**config.mk**
```make
export PLATFORM = sky130hd
export DESIGN_NAME = xmc_mode_ctrl
export DESIGN_NICKNAME = d
export VERILOG_FILES = /design/src/rtl/xmc_pkg.sv /design/src/rtl/xmc_state_fsm.sv /design/src/rtl/xmc_out_decode.sv /design/src/rtl/xmc_mode_ctrl.sv
export SDC_FILE = /design/constraint.sdc
export NUM_CORES = 1
export LEC_CHECK = 0
export BUFFER_PORTS_ARGS = -buffer_cell sky130_fd_sc_hd__buf_4
export CAP_MARGIN = 20
export CORE_ASPECT_RATIO = 0.9
export CORE_MARGIN = 10
export CORE_UTILIZATION = 50
export CTS_CLUSTER_DIAMETER = 40
export CTS_CLUSTER_SIZE = 40
export DETAILED_ROUTE_END_ITERATION = 10
export GPL_TIMING_DRIVEN = 0
export PLACE_DENSITY = 0.74
export SYNTH_ARGS = -nofsm -noshare
export SYNTH_HDL_FRONTEND = slang
export SYNTH_HIERARCHICAL = 1
export SYNTH_SLANG_ARGS = --single-unit
```
**constraint.sdc**
```tcl
create_clock -name clk -period 1.7 [get_ports clk]
set_input_delay 0.34 -clock clk [delete_from_list [all_inputs] [get_ports clk]]
set_output_delay 0.34 -clock clk [all_outputs]
set_load 0.01 [all_outputs]
```
**src/rtl/xmc_pkg.sv**
```systemverilog
package xmc_pkg;
   typedef enum logic [1:0] {
      ST_NORMAL   = 2'd0,
      ST_STANDBY  = 2'd1,
      ST_FORCED   = 2'd2,
      ST_RECOVERY = 2'd3
   } xmc_state_e;

   typedef enum logic [1:0] {
      BIAS_NONE = 2'd0,
      BIAS_MID  = 2'd1,
      BIAS_GND  = 2'd2
   } xmc_bias_e;
endpackage

```
**src/rtl/xmc_state_fsm.sv**
```systemverilog
module xmc_state_fsm
   import xmc_pkg::*;
#(
   parameter int unsigned RECOV_CYC = 37500
) (
   input  logic       clk,
   input  logic       rst_n,
   input  logic       stby_sel,
   input  logic       uv_core,
   input  logic       uv_io,
   output xmc_state_e state_q,
   output xmc_state_e state_d
);
   localparam int unsigned CW = $clog2(RECOV_CYC + 1);
   localparam logic [CW-1:0] LAST = CW'(RECOV_CYC - 1);

   logic [CW-1:0] cnt_q, cnt_d;
   logic          uv_any;

   generate
      if (RECOV_CYC < 1) begin : g_bad_recov
         initial $fatal(1, "RECOV_CYC must be at least 1");
      end
   endgenerate

   assign uv_any = uv_core | uv_io;

   always_comb begin
      state_d = state_q;
      cnt_d   = cnt_q;
      if (uv_any) begin
         state_d = ST_FORCED;
      end else begin
         unique case (state_q)
            ST_FORCED: begin
               state_d = ST_RECOVERY;
               cnt_d   = '0;
            end
            ST_RECOVERY: begin
               if (cnt_q == LAST) state_d = stby_sel ? ST_STANDBY : ST_NORMAL;
               else               cnt_d   = cnt_q + 1'b1;
            end
            default: state_d = stby_sel ? ST_STANDBY : ST_NORMAL;
         endcase
      end
   end

   always_ff @(posedge clk or negedge rst_n) begin
      if (!rst_n) begin
         state_q <= ST_STANDBY;
         cnt_q   <= '0;
      end else begin
         state_q <= state_d;
         cnt_q   <= cnt_d;
      end
   end

   a_r5_uv_forces: assert property (@(posedge clk) disable iff (!rst_n)
      uv_any |=> state_q == ST_FORCED);
   a_r10_enter_recovery: assert property (@(posedge clk) disable iff (!rst_n)
      (state_q == ST_FORCED && !uv_any) |=> state_q == ST_RECOVERY);
   a_r10_window: assert property (@(posedge clk) disable iff (!rst_n)
      state_q == ST_RECOVERY |-> cnt_q < CW'(RECOV_CYC));
   a_r2_sel_low: assert property (@(posedge clk) disable iff (!rst_n)
      ((state_q == ST_NORMAL || state_q == ST_STANDBY) && !stby_sel && !uv_any)
      |=> state_q == ST_NORMAL);
endmodule

```
**src/rtl/xmc_out_decode.sv**
```systemverilog
module xmc_out_decode
   import xmc_pkg::*;
#(
   parameter bit RXD_REG = 1'b1
) (
   input  logic       clk,
   input  logic       rst_n,
   input  xmc_state_e state_q,
   input  xmc_state_e state_d,
   input  logic       txd,
   input  logic       uv_core,
   input  logic       uv_io,
   input  logic       ot,
   input  logic       dom_to,
   input  logic       main_rx,
   input  logic       wake_rx,
   output logic [1:0] mode,
   output logic       drv_en,
   output logic       bus_dom,
   output logic [1:0] bias,
   output logic       rx_sel,
   output logic       rxd,
   output logic       rxd_oe
);
   logic      drv_d, nrm_d;
   xmc_bias_e bias_d;

   assign nrm_d = (state_d == ST_NORMAL);
   assign drv_d = nrm_d & ~ot & ~dom_to & ~uv_core & ~uv_io;

   always_comb begin
      if (nrm_d)                bias_d = BIAS_MID;
      else if (uv_core & uv_io) bias_d = BIAS_NONE;
      else                      bias_d = BIAS_GND;
   end

   always_ff @(posedge clk or negedge rst_n) begin
      if (!rst_n) begin
         mode    <= ST_STANDBY;
         drv_en  <= 1'b0;
         bus_dom <= 1'b0;
         bias    <= BIAS_GND;
         rx_sel  <= 1'b1;
         rxd_oe  <= 1'b1;
      end else begin
         mode    <= state_d;
         drv_en  <= drv_d;
         bus_dom <= drv_d & ~txd;
         bias    <= bias_d;
         rx_sel  <= ~nrm_d;
         rxd_oe  <= ~uv_io;
      end
   end

   generate
      if (RXD_REG) begin : g_rxd_reg
         always_ff @(posedge clk or negedge rst_n) begin
            if (!rst_n) rxd <= 1'b1;
            else        rxd <= uv_io | (nrm_d ? main_rx : wake_rx);
         end
      end else begin : g_rxd_comb
         assign rxd = uv_io | ((state_q == ST_NORMAL) ? main_rx : wake_rx);
      end
   endgenerate

   a_r9_timeout_off: assert property (@(posedge clk) disable iff (!rst_n)
      dom_to |=> !drv_en);
   a_r8_thermal_off: assert property (@(posedge clk) disable iff (!rst_n)
      ot |=> !drv_en);
   a_r7_io_uv_quiet: assert property (@(posedge clk) disable iff (!rst_n)
      uv_io |=> (!rxd_oe && rxd));
   a_r6_no_load: assert property (@(posedge clk) disable iff (!rst_n)
      (uv_core && uv_io) |=> bias == BIAS_NONE);
   a_r4_idle_no_dom: assert property (@(posedge clk) disable iff (!rst_n)
      mode != ST_NORMAL |-> !bus_dom);
endmodule

```
**src/rtl/xmc_mode_ctrl.sv**
```systemverilog
module xmc_mode_ctrl
   import xmc_pkg::*;
#(
   parameter int unsigned RECOV_CYC = 37500,
   parameter bit          RXD_REG   = 1'b1
) (
   input  logic       clk,
   input  logic       rst_n,
   input  logic       stby_sel_i,
   input  logic       txd_i,
   input  logic       uv_core_i,
   input  logic       uv_io_i,
   input  logic       ot_i,
   input  logic       dom_to_i,
   input  logic       main_rx_i,
   input  logic       wake_rx_i,
   output logic [1:0] mode_o,
   output logic       drv_en_o,
   output logic       bus_dom_o,
   output logic [1:0] bias_o,
   output logic       rx_sel_o,
   output logic       rxd_o,
   output logic       rxd_oe_o
);
   xmc_state_e st_q, st_d;

   xmc_state_fsm #(.RECOV_CYC(RECOV_CYC)) u_fsm (
      .clk(clk), .rst_n(rst_n), .stby_sel(stby_sel_i),
      .uv_core(uv_core_i), .uv_io(uv_io_i),
      .state_q(st_q), .state_d(st_d)
   );

   xmc_out_decode #(.RXD_REG(RXD_REG)) u_dec (
      .clk(clk), .rst_n(rst_n), .state_q(st_q), .state_d(st_d),
      .txd(txd_i), .uv_core(uv_core_i), .uv_io(uv_io_i), .ot(ot_i),
      .dom_to(dom_to_i), .main_rx(main_rx_i), .wake_rx(wake_rx_i),
      .mode(mode_o), .drv_en(drv_en_o), .bus_dom(bus_dom_o), .bias(bias_o),
      .rx_sel(rx_sel_o), .rxd(rxd_o), .rxd_oe(rxd_oe_o)
   );
endmodule

```
# After elaboration in Yosys (flattened, before gate mapping)
# Cells that the tools add are included.
dict set report classes {
  eq_ne 4
  n_reduce_logical 3
  n_bitwise 15
  add_sub_neg 1
  mux 9
}
# cell n
set ops {}
lappend ops {{16-bit case mux with 2 select lines} 1}
lappend ops {{16-bit by 1-bit adder with 16-bit output, second input constant} 1}
lappend ops {{16-bit equality test, second input constant} 1}
lappend ops {{16-bit 2-to-1 mux} 1}
lappend ops {{2-bit 2-to-1 mux} 4}
lappend ops {{1-bit NOT} 7}
lappend ops {{1-bit AND} 6}
lappend ops {{2-bit equality test, second input constant} 2}
lappend ops {{2-bit case mux with 2 select lines} 1}
lappend ops {{3-bit AND reduction} 1}
lappend ops {{2-bit zero test} 1}
lappend ops {{1-bit 2-to-1 mux} 2}
lappend ops {{2-bit != test, second input constant} 1}
lappend ops {{1-bit bitwise OR} 2}
lappend ops {{2-bit nonzero test} 1}
dict set report totals {
  in_bits 10
  word_cells 40
  output_inout_bits 9
  register_bits 25
}

# Logic depth before layout (Yosys ltp)
# Gate-level depths: netlist of run 1.
dict set report logic_depth {
  ltp_word 10
  ltp_mapped 8
  mapped_depth_nobuf 7
}

# Hierarchy
# The synthesis of run 1 kept the hierarchy.
# mod cells_per_inst n_inst area_each_um2 seq_area_each_um2
set by_module_without_submodules {}
lappend by_module_without_submodules {xmc_state_fsm 112 1 1078.5 451.7}
lappend by_module_without_submodules {xmc_out_decode 19 1 287.8 231.5}

# Worst setup path before layout of run 1
# Ideal clock, no wire load.
dict set report synth_path {
  path_kind {reg2reg}
  start {register u_fsm.state_q[0]}
  end {register u_dec.bus_dom}
  path_stages_with_launch 8
  setup_slack_ps -75
  t_arrival_ps 1695
  period_less_slack_ps 1775
  setup_time_ps 80
  path_buffers 0
  required_time_ps 1620
  cell_sequence {dfstp_2 -> nor4bb_1 -> nand3_1 -> o21ai_1 -> nand2_1 -> nor2_1 -> inv_1 -> nor3_2}
}
dict set report synth_between {
  elab_chain_len 9
  elab_cells_between_ends 11
  cone_classes {eq/ne (2); mux (3); bitwise (5); reduce/logical (1)}
}
# element line
set synth_lines {}
lappend synth_lines {{start, declared} xmc_state_fsm.sv:11} ;# output xmc_state_e state_q,
lappend synth_lines {{start signal, assigned} xmc_state_fsm.sv:53} ;# state_q <= state_d;
lappend synth_lines {{2-bit equality test or 2-bit 2-to-1 mux (tied branches)} {xmc_state_fsm.sv:34, xmc_state_fsm.sv:40}}
lappend synth_lines {{2-bit case mux with 2 select lines *} xmc_state_fsm.sv:34} ;# unique case (state_q)
lappend synth_lines {{2-bit 2-to-1 mux *} xmc_state_fsm.sv:31} ;# if (uv_any) begin
lappend synth_lines {{via st_d[0]} xmc_mode_ctrl.sv:25} ;# xmc_state_e st_q, st_d;
lappend synth_lines {{2-bit zero test *} xmc_out_decode.sv:28} ;# assign nrm_d = (state_d == ST_NORMAL);
lappend synth_lines {{1-bit AND * (4 in a row)} xmc_out_decode.sv:29} ;# assign drv_d = nrm_d & ~ot & ~dom_to & ~uv_core & ~uv_io;
lappend synth_lines {{1-bit AND *} xmc_out_decode.sv:48} ;# bus_dom <= drv_d & ~txd;
lappend synth_lines {{end signal, assigned} xmc_out_decode.sv:48}
lappend synth_lines {{end, declared} xmc_out_decode.sv:19} ;# output logic bus_dom,
# The timed path passes the listed nets; every way through them passes the cells marked *.
# A chain may end at the register's enable or synchronous reset.

# Worst setup path after layout of run 1
dict set report layout_path {
  start {register u_fsm.cnt_q[2]}
  end {register u_dec.rxd}
}
dict set report layout_between {
  elab_chain_len 7
}
# element line
set layout_lines {}
lappend layout_lines {{start, declared} xmc_state_fsm.sv:17} ;# logic [CW-1:0] cnt_q, cnt_d;
lappend layout_lines {{start signal, assigned} xmc_state_fsm.sv:54} ;# cnt_q <= cnt_d;
lappend layout_lines {{16-bit equality test} xmc_state_fsm.sv:40} ;# if (cnt_q == LAST) state_d = stby_sel ? ST_STANDBY : ST_NORMAL;
lappend layout_lines {{2-bit 2-to-1 mux} xmc_state_fsm.sv:40}
lappend layout_lines {{2-bit case mux with 2 select lines} xmc_state_fsm.sv:34}
lappend layout_lines {{2-bit 2-to-1 mux} xmc_state_fsm.sv:31}
lappend layout_lines {{via st_d[0]} xmc_mode_ctrl.sv:25}
lappend layout_lines {{2-bit zero test} xmc_out_decode.sv:28}
lappend layout_lines {{1-bit 2-to-1 mux} xmc_out_decode.sv:59} ;# else rxd <= uv_io | (nrm_d ? main_rx : wake_rx);
lappend layout_lines {{1-bit bitwise OR} xmc_out_decode.sv:59}
lappend layout_lines {{end signal, assigned} xmc_out_decode.sv:59}
lappend layout_lines {{end, declared} xmc_out_decode.sv:22} ;# output logic rxd,
# The timed path passes the listed nets, and every way through them passes these cells.

==> results of run 1 <==
==> final timing paths <==
path                                            startpoint                           to  slack (ps)  cells after the start
worst max-delay path            u_fsm/cnt_q[2]$_DFFE_PN0P_          u_dec/rxd$_DFF_PN1_         -20                      7
worst max register to register  u_fsm/cnt_q[2]$_DFFE_PN0P_          u_dec/rxd$_DFF_PN1_         -20                      7
max in group asynchronous                            rst_n      u_dec/mode[0]$_DFF_PN1_         960                      2
min in group asynchronous                            rst_n  u_fsm/cnt_q[14]$_DFFE_PN0P_         440                      2
worst min-delay path                                 txd_i      u_dec/bus_dom$_DFF_PN0_         140                      2
worst min register to register  u_fsm/cnt_q[4]$_DFFE_PN0P_   u_fsm/cnt_q[4]$_DFFE_PN0P_         540                      1
==> layer usage <==
metal | track usage | routed length [µm] | part of all wire
met1 | 0.1927 | 1547 | 0.42
met2 | 0.2079 | 1873 | 0.51
met3 | 0.03424 | 221 | 0.060
met4 | 0.02500 | 17 | 0.0046
met5 | 0 | 0 | 0
==> sequential cells by signal (all words and copies together) (netlist names) <==
signal / cells
u_dec/mode: 2
u_dec/rx_sel: 1
u_dec/drv_en: 1
u_fsm/state_q: 2
u_fsm/cnt_q: 16
u_dec/bias: 2
u_dec/rxd: 1
u_dec/rxd_oe: 1
u_dec/bus_dom: 1
==> stage by stage <==
step	TNS, ps	std cells
after floorplan	0	131
after global placement	-626.9	177
after detailed placement	-1277	177
after CTS	-5.035	191
after global routing	-628.6	194
final	-24.76	194
==> critical path: stages (launching register included) <==
cell	delay [ps]
dfrtp_2	490
nor4bb_2	300
nand3_2	180
o21ai_2	210
nand2_2	100
buf_4	160
nor4_4	160
a21oi_2	60
==> report_power, final <==
part	leakage, nW	internal (mW)	switching (mW)
Clock	0.0177	0.0886	0.190
Sequential	0.325	0.727	0.113
Combinational	0.402	0.142	0.133
Total	0.745	0.958	0.436
==> cell type report <==
cell class,count,share of cell area
flip-flops and latches,27,0.3846
plain buffers,3,0.01182
repair buffers,32,0.1419
clock buffers,3,0.01252
inverters,5,0.01043
multi-input cells,95,0.4165
well taps,28,0.01947
clock inverters,1,0.002782
==> repair_timing <==
item                                    CTS  global route
hold endpoints to repair                 21             0
hold buffers                              1             0
resized for setup                        12            20
buffers inserted                          9             4
endpoints found under the setup margin   19            22
pin swaps                                10             7
==> synth_stat cells (all sizes together) <==
library cell / number
ha: 1
o21a: 1
o211a: 1
o211ai: 1
or3b: 1
o21ai: 4
nor2: 7
mux2: 2
or4: 1
nor4b: 1
o22ai: 1
and3: 3
a31oi: 5
dfrtp: 21
inv: 5
nand2b: 2
a22o: 2
dfstp: 6
nand4: 4
and3b: 1
clkbuf: 3
mux2i: 3
a21o: 1
a41o: 1
nor4: 4
buf: 1
nand2: 11
and4: 1
a21oi: 5
nor4bb: 1
o31ai: 5
nand3b: 1
o311a: 1
nand3: 9
nand4b: 1
o41ai: 2
nor3b: 2
and2: 4
a2bb2oi: 2
nor3: 3
==> logic make-up after synthesis <==
logic type	after synthesis	share of synthesized area
simple gates	57	0.2518
flops	27	0.5000
fa+ha+maj	1	0.009156
mux	5	0.03846
buf+inv	9	0.02564
compound gates	32	0.1749
==> impl_metrics.json, run 1 <==
{
  "die_y_um": 69.59,
  "total_power_mw": 1.394,
  "cts-root-buf": "clkbuf_4",
  "fillers": 193,
  "fin_area_um2": 1799,
  "grt_max_degree": 28,
  "synthCells": 131,
  "antenna_found_initial": 0,
  "maxSlewHeadroom": 0.6987,
  "synth_area_um2": 1366,
  "whs_ps": 135.2,
  "place_congestion": 0.8249,
  "htreeDepth": 1,
  "min_path_type": "in2reg",
  "drtAntennaViolNets": 0,
  "worstSetupStartpointType": "register",
  "grt_pass1_wl_um": 5796,
  "ys_seq_area_frac": 0.5000,
  "synth_area_leaders": "dfrtp_1, dfstp_2, nand3_1",
  "synth-seq-cells": 27,
  "fin_crit_sh": 1.009,
  "cts_buffer_depth": 2,
  "yosysTopAreaCell": "dfrtp_1",
  "drt-pass1-iter-count": 4,
  "initial_utilization": 0.5398,
  "place_ws_ps": -282.8,
  "route.final.wire_length_um": 3660,
  "fin_crit_ps": 1715,
  "post-route-util": 0.7108,
  "final_common_cell": "buf_4",
  "final_cell_mix": "buf_4, dfrtp_1, nand2_1",
  "required_ps": 1970,
  "cts_buffers": 3,
  "synth_top_area_frac": 0.3846,
  "path_clk_slew_ps": 140,
  "row_count": 17,
  "synth_nets": 142,
  "regArea_um2": 691.9,
  "fin_ws_ps": -15.49,
  "fin_skew_ps": 0.8229,
  "finalSetupViolations": 2,
  "layout-drive-gt1-share": 0.4639,
  "clock_latency_ps": 330,
  "critPathArrivalTime_ps": 1990,
  "multi_input_area_um2": 749.5,
  "core_um2": 2531,
  "chipWidth_um": 75.10,
  "io_pins": 19,
  "tightest_slew_ps": 451.5,
  "peakVddDrop_v": 0.0005410,
  "end_kind": "register",
  "syn2layout_area_growth_pct": 31.69,
  "worst-setup-path-type": "reg2reg",
  "port_buffers": 18,
  "final_nets": 178,
  "rsz0062_at_grt": "yes",
  "avgRoutedWirePerCell_um": 18.87,
  "grt_pass1_vias": 1149,
  "max_freq_mhz": 582.9,
  "place_area_um2": 1545,
  "track_usage": 0.1377,
  "cts_tree": "done",
  "gr-total-overflow": 0,
  "viasPerCell": 6.258,
  "synth.distinct_cells": 44,
  "dp_hpwl_um": 2304,
  "p_leak_nw": 0.7445,
  "drv_slew": 0,
  "vias": 1214,
  "hold_violations": 0,
  "die-area_um2": 5226,
  "drv_cap": 0,
  "p_per_area_nw_per_um2": 774.5,
  "failed_checks": "negative setup slack",
  "diodes": 0,
  "critPathMaxFanout": 7,
  "drt_iter0_markers": 117,
  "clock-sinks": 27,
  "status": "complete, but fails checks",
  "ys_warn_count": 6,
  "syn_area_per_cell_um2": 10.43,
  "drc": 0
}
No activity file was read; power rests on OpenSTA's default activity.
==> run 2, diff against run 1 <==
--- a/config.mk
+++ b/config.mk
@@ -14,7 +14,7 @@
 export CTS_CLUSTER_SIZE = 40
 export DETAILED_ROUTE_END_ITERATION = 10
 export GPL_TIMING_DRIVEN = 0
-export PLACE_DENSITY = 0.74
+export PLACE_DENSITY = 0.77
 export SYNTH_ARGS = -nofsm -noshare
 export SYNTH_HDL_FRONTEND = slang
 export SYNTH_HIERARCHICAL = 1
==> run 2 against run 1 <==
Effect of this change: the flow still finishes with violations (negative setup slack); fmax hardly changed; core utilization is 3.6 points higher; setup slack better by 0.67 ps; sequential power is 0.5% higher; sequential share of layout area is 1.8 points lower; clock power hardly changed.
==> impl_metrics.json, run 2 (synthesized netlist as in run 1, its figures left out) <==
{
  "final_nets": 184,
  "p_leak_nw": 0.7863,
  "syn2layout_area_growth_pct": 38.28,
  "viasPerCell": 6.290,
  "fin_crit_ps": 1715,
  "avgRoutedWirePerCell_um": 19.92,
  "min_from": "txd_i",
  "ff2ff_setup_slack_ps": -10,
  "drt_iter0_markers": 76,
  "min_path_type": "in2reg",
  "rr_startpoint": "u_fsm/cnt_q[2]$_DFFE_PN0P_",
  "tightest_slew_ps": 545.9,
  "whs_ps": 142.1,
  "htreeDepth": 1,
  "critPathMaxFanout": 7,
  "fin_ws_ps": -14.81,
  "drc": 0,
  "fillers": 171,
  "cts_tree": "done",
  "vias": 1258,
  "layout-drive-gt1-share": 0.4942,
  "clock_latency_ps": 330,
  "die-area_um2": 5226,
  "hold_end": "u_dec/bus_dom$_DFF_PN0_",
  "p_per_area_nw_per_um2": 762.3,
  "p_seq_frac": 0.586,
  "grt_pass1_wl_um": 6051,
  "chipWidth_um": 75.10,
  "drv_slew": 0,
  "clockPowerShare": 0.193,
  "intPower_mw": 0.9718,
  "initial_utilization": 0.5398,
  "path_clk_slew_ps": 140,
  "io_pins": 19,
  "place_congestion": 0.8253,
  "drv_cap": 0,
  "worstReg2RegEnd": "u_fsm/cnt_q[11]$_DFFE_PN0P_",
  "fin_skew_ps": 2.284,
  "r2r_cells": 6,
  "cts_buffer_depth": 2,
  "combPwrFrac": 0.221,
  "dp_hpwl_um": 2458,
  "drt-pass1-iter-count": 4,
  "port_buffers": 18,
  "route.final.wire_length_um": 3984,
  "required_ps": 1930,
  "grt_pass1_vias": 1220,
  "dp.cells": 177,
  "failed_checks": "negative setup slack",
  "largest_register_ffs": 16,
  "layout.cells.non_filler": 200,
  "drtAntennaViolNets": 0,
  "cts_buffers": 3,
  "final_cell_mix": "buf_4, dfrtp_1, nand2_1",
  "swShare": 0.3252,
  "rsz0062_at_grt": "yes",
  "clock-sinks": 27,
  "p_sw_mw": 0.4684,
  "end_kind": "register",
  "row_count": 17,
  "final_common_cell": "buf_4",
  "critPathArrivalTime_ps": 1950,
  "hold_violations": 0,
  "fin_crit_sh": 1.009,
  "die_y_um": 69.59,
  "antenna_found_initial": 0,
  "max_freq_mhz": 583.2,
  "status": "complete, but fails checks",
  "core_um2": 2531,
  "grt_max_degree": 28,
  "diodes": 0,
  "worstSetupStartpointType": "register",
  "gr-total-overflow": 0,
  "finalSetupViolations": 2,
  "top_register": "u_fsm/cnt_q",
  "worst-setup-path-type": "reg2reg",
  "cts-root-buf": "clkbuf_4",
  "min_path_cells": 2,
  "maxSlewHeadroom": 0.6357,
  "peakVddDrop_v": 0.0005900,
  "track_usage": 0.1473
}
run 2: cell count changes in the layout (fill, tap and decap cells not counted), sizes merged:
cell | previous run | this run
buf | 32 | 38
clkbuf | 5 | 6
clkinv | 1 | 0
run 2: per-layer routing:
| layer | vias to the layer above | track usage | routed length, µm |
|---|---|---|---|
| li1 | 579 | - | - |
| met3 | 9 | 0.03138 | 220 |
| met1 | 638 | 0.1931 | 1543 |
| met2 | 32 | 0.2306 | 2151 |
| met4 | 0 | 0.04792 | 70 |
| met5 | - | 0 | 0 |
run 2: metrics by stage:
step | power, mW | setup WS (ps) | cell area [µm²] | utilization | setup TNS (ps)
6_report | 1.440 | -14.81 | 1889 | 0.7464 | -19.42
2_1_floorplan | 0.9550 | 0.8320 | 1375 | - | 0
3_5_place_dp | 1.060 | -309.8 | 1545 | 0.6105 | -1455
5_1_grt | 1.523 | -74.77 | 1889 | 0.7464 | -368.4
4_1_cts | 1.380 | -2.653 | 1733 | 0.6846 | -2.653
3_3_place_gp | 1.035 | -191.5 | 1545 | 0.6105 | -585.5
run 2: timing repair:
item,CTS,global route
buffers inserted,10,10
endpoints found under the hold margin,21,0
resized for setup,20,19
endpoints found under the setup margin,17,19
pin swaps,9,8
hold buffers,1,0
run 2: power groups by stage:
stage               Combinational (mW)  Sequential, mW  Clock [mW]
floorplan                        0.150           0.805           0
global placement                 0.213           0.822           0
detailed placement               0.229           0.831           0
CTS                              0.279           0.813       0.288
global route                     0.347           0.858       0.317
finish                           0.318           0.844       0.278
run 2: final cells by class:
| type | count | area (µm²) | share of cell area |
|---|---|---|---|
| multi-input cells | 95 | 790.8 | 0.4185 |
| flip-flops and latches | 27 | 693.2 | 0.3669 |
| repair buffers | 39 | 315.3 | 0.1669 |
| well taps | 28 | 35.03 | 0.01854 |
| clock buffers | 4 | 26.28 | 0.01391 |
| inverters | 5 | 18.77 | 0.009934 |
| plain buffers | 2 | 10.01 | 0.005298 |
run 2: how the worst max path moves through the flow:
stage | from | end | depth (start not counted) | slack, ps
global route | u_fsm/cnt_q[3]$_DFFE_PN0P_ | u_fsm/cnt_q[11]$_DFFE_PN0P_ | 5 | -70
finish | u_fsm/cnt_q[2]$_DFFE_PN0P_ | u_fsm/cnt_q[11]$_DFFE_PN0P_ | 6 | -10
detailed placement | u_fsm/state_q[0]$_DFF_PN1_ | u_dec/bus_dom$_DFF_PN0_ | 7 | -310
floorplan | u_fsm/state_q[0]$_DFF_PN1_ | u_dec/bus_dom$_DFF_PN0_ | 7 | 0.8
CTS | u_fsm/cnt_q[8]$_DFFE_PN0P_ | u_dec/bus_dom$_DFF_PN0_ | 7 | -3
global placement | u_fsm/state_q[0]$_DFF_PN1_ | u_dec/bus_dom$_DFF_PN0_ | 7 | -190
run 2: critical path: stages (launching register included):
cell	delay (ps)
dfrtp_2	430
buf_4	160
nand4_1	150
buf_6	190
nor3_2	160
mux2_2	350
a22o_1	180
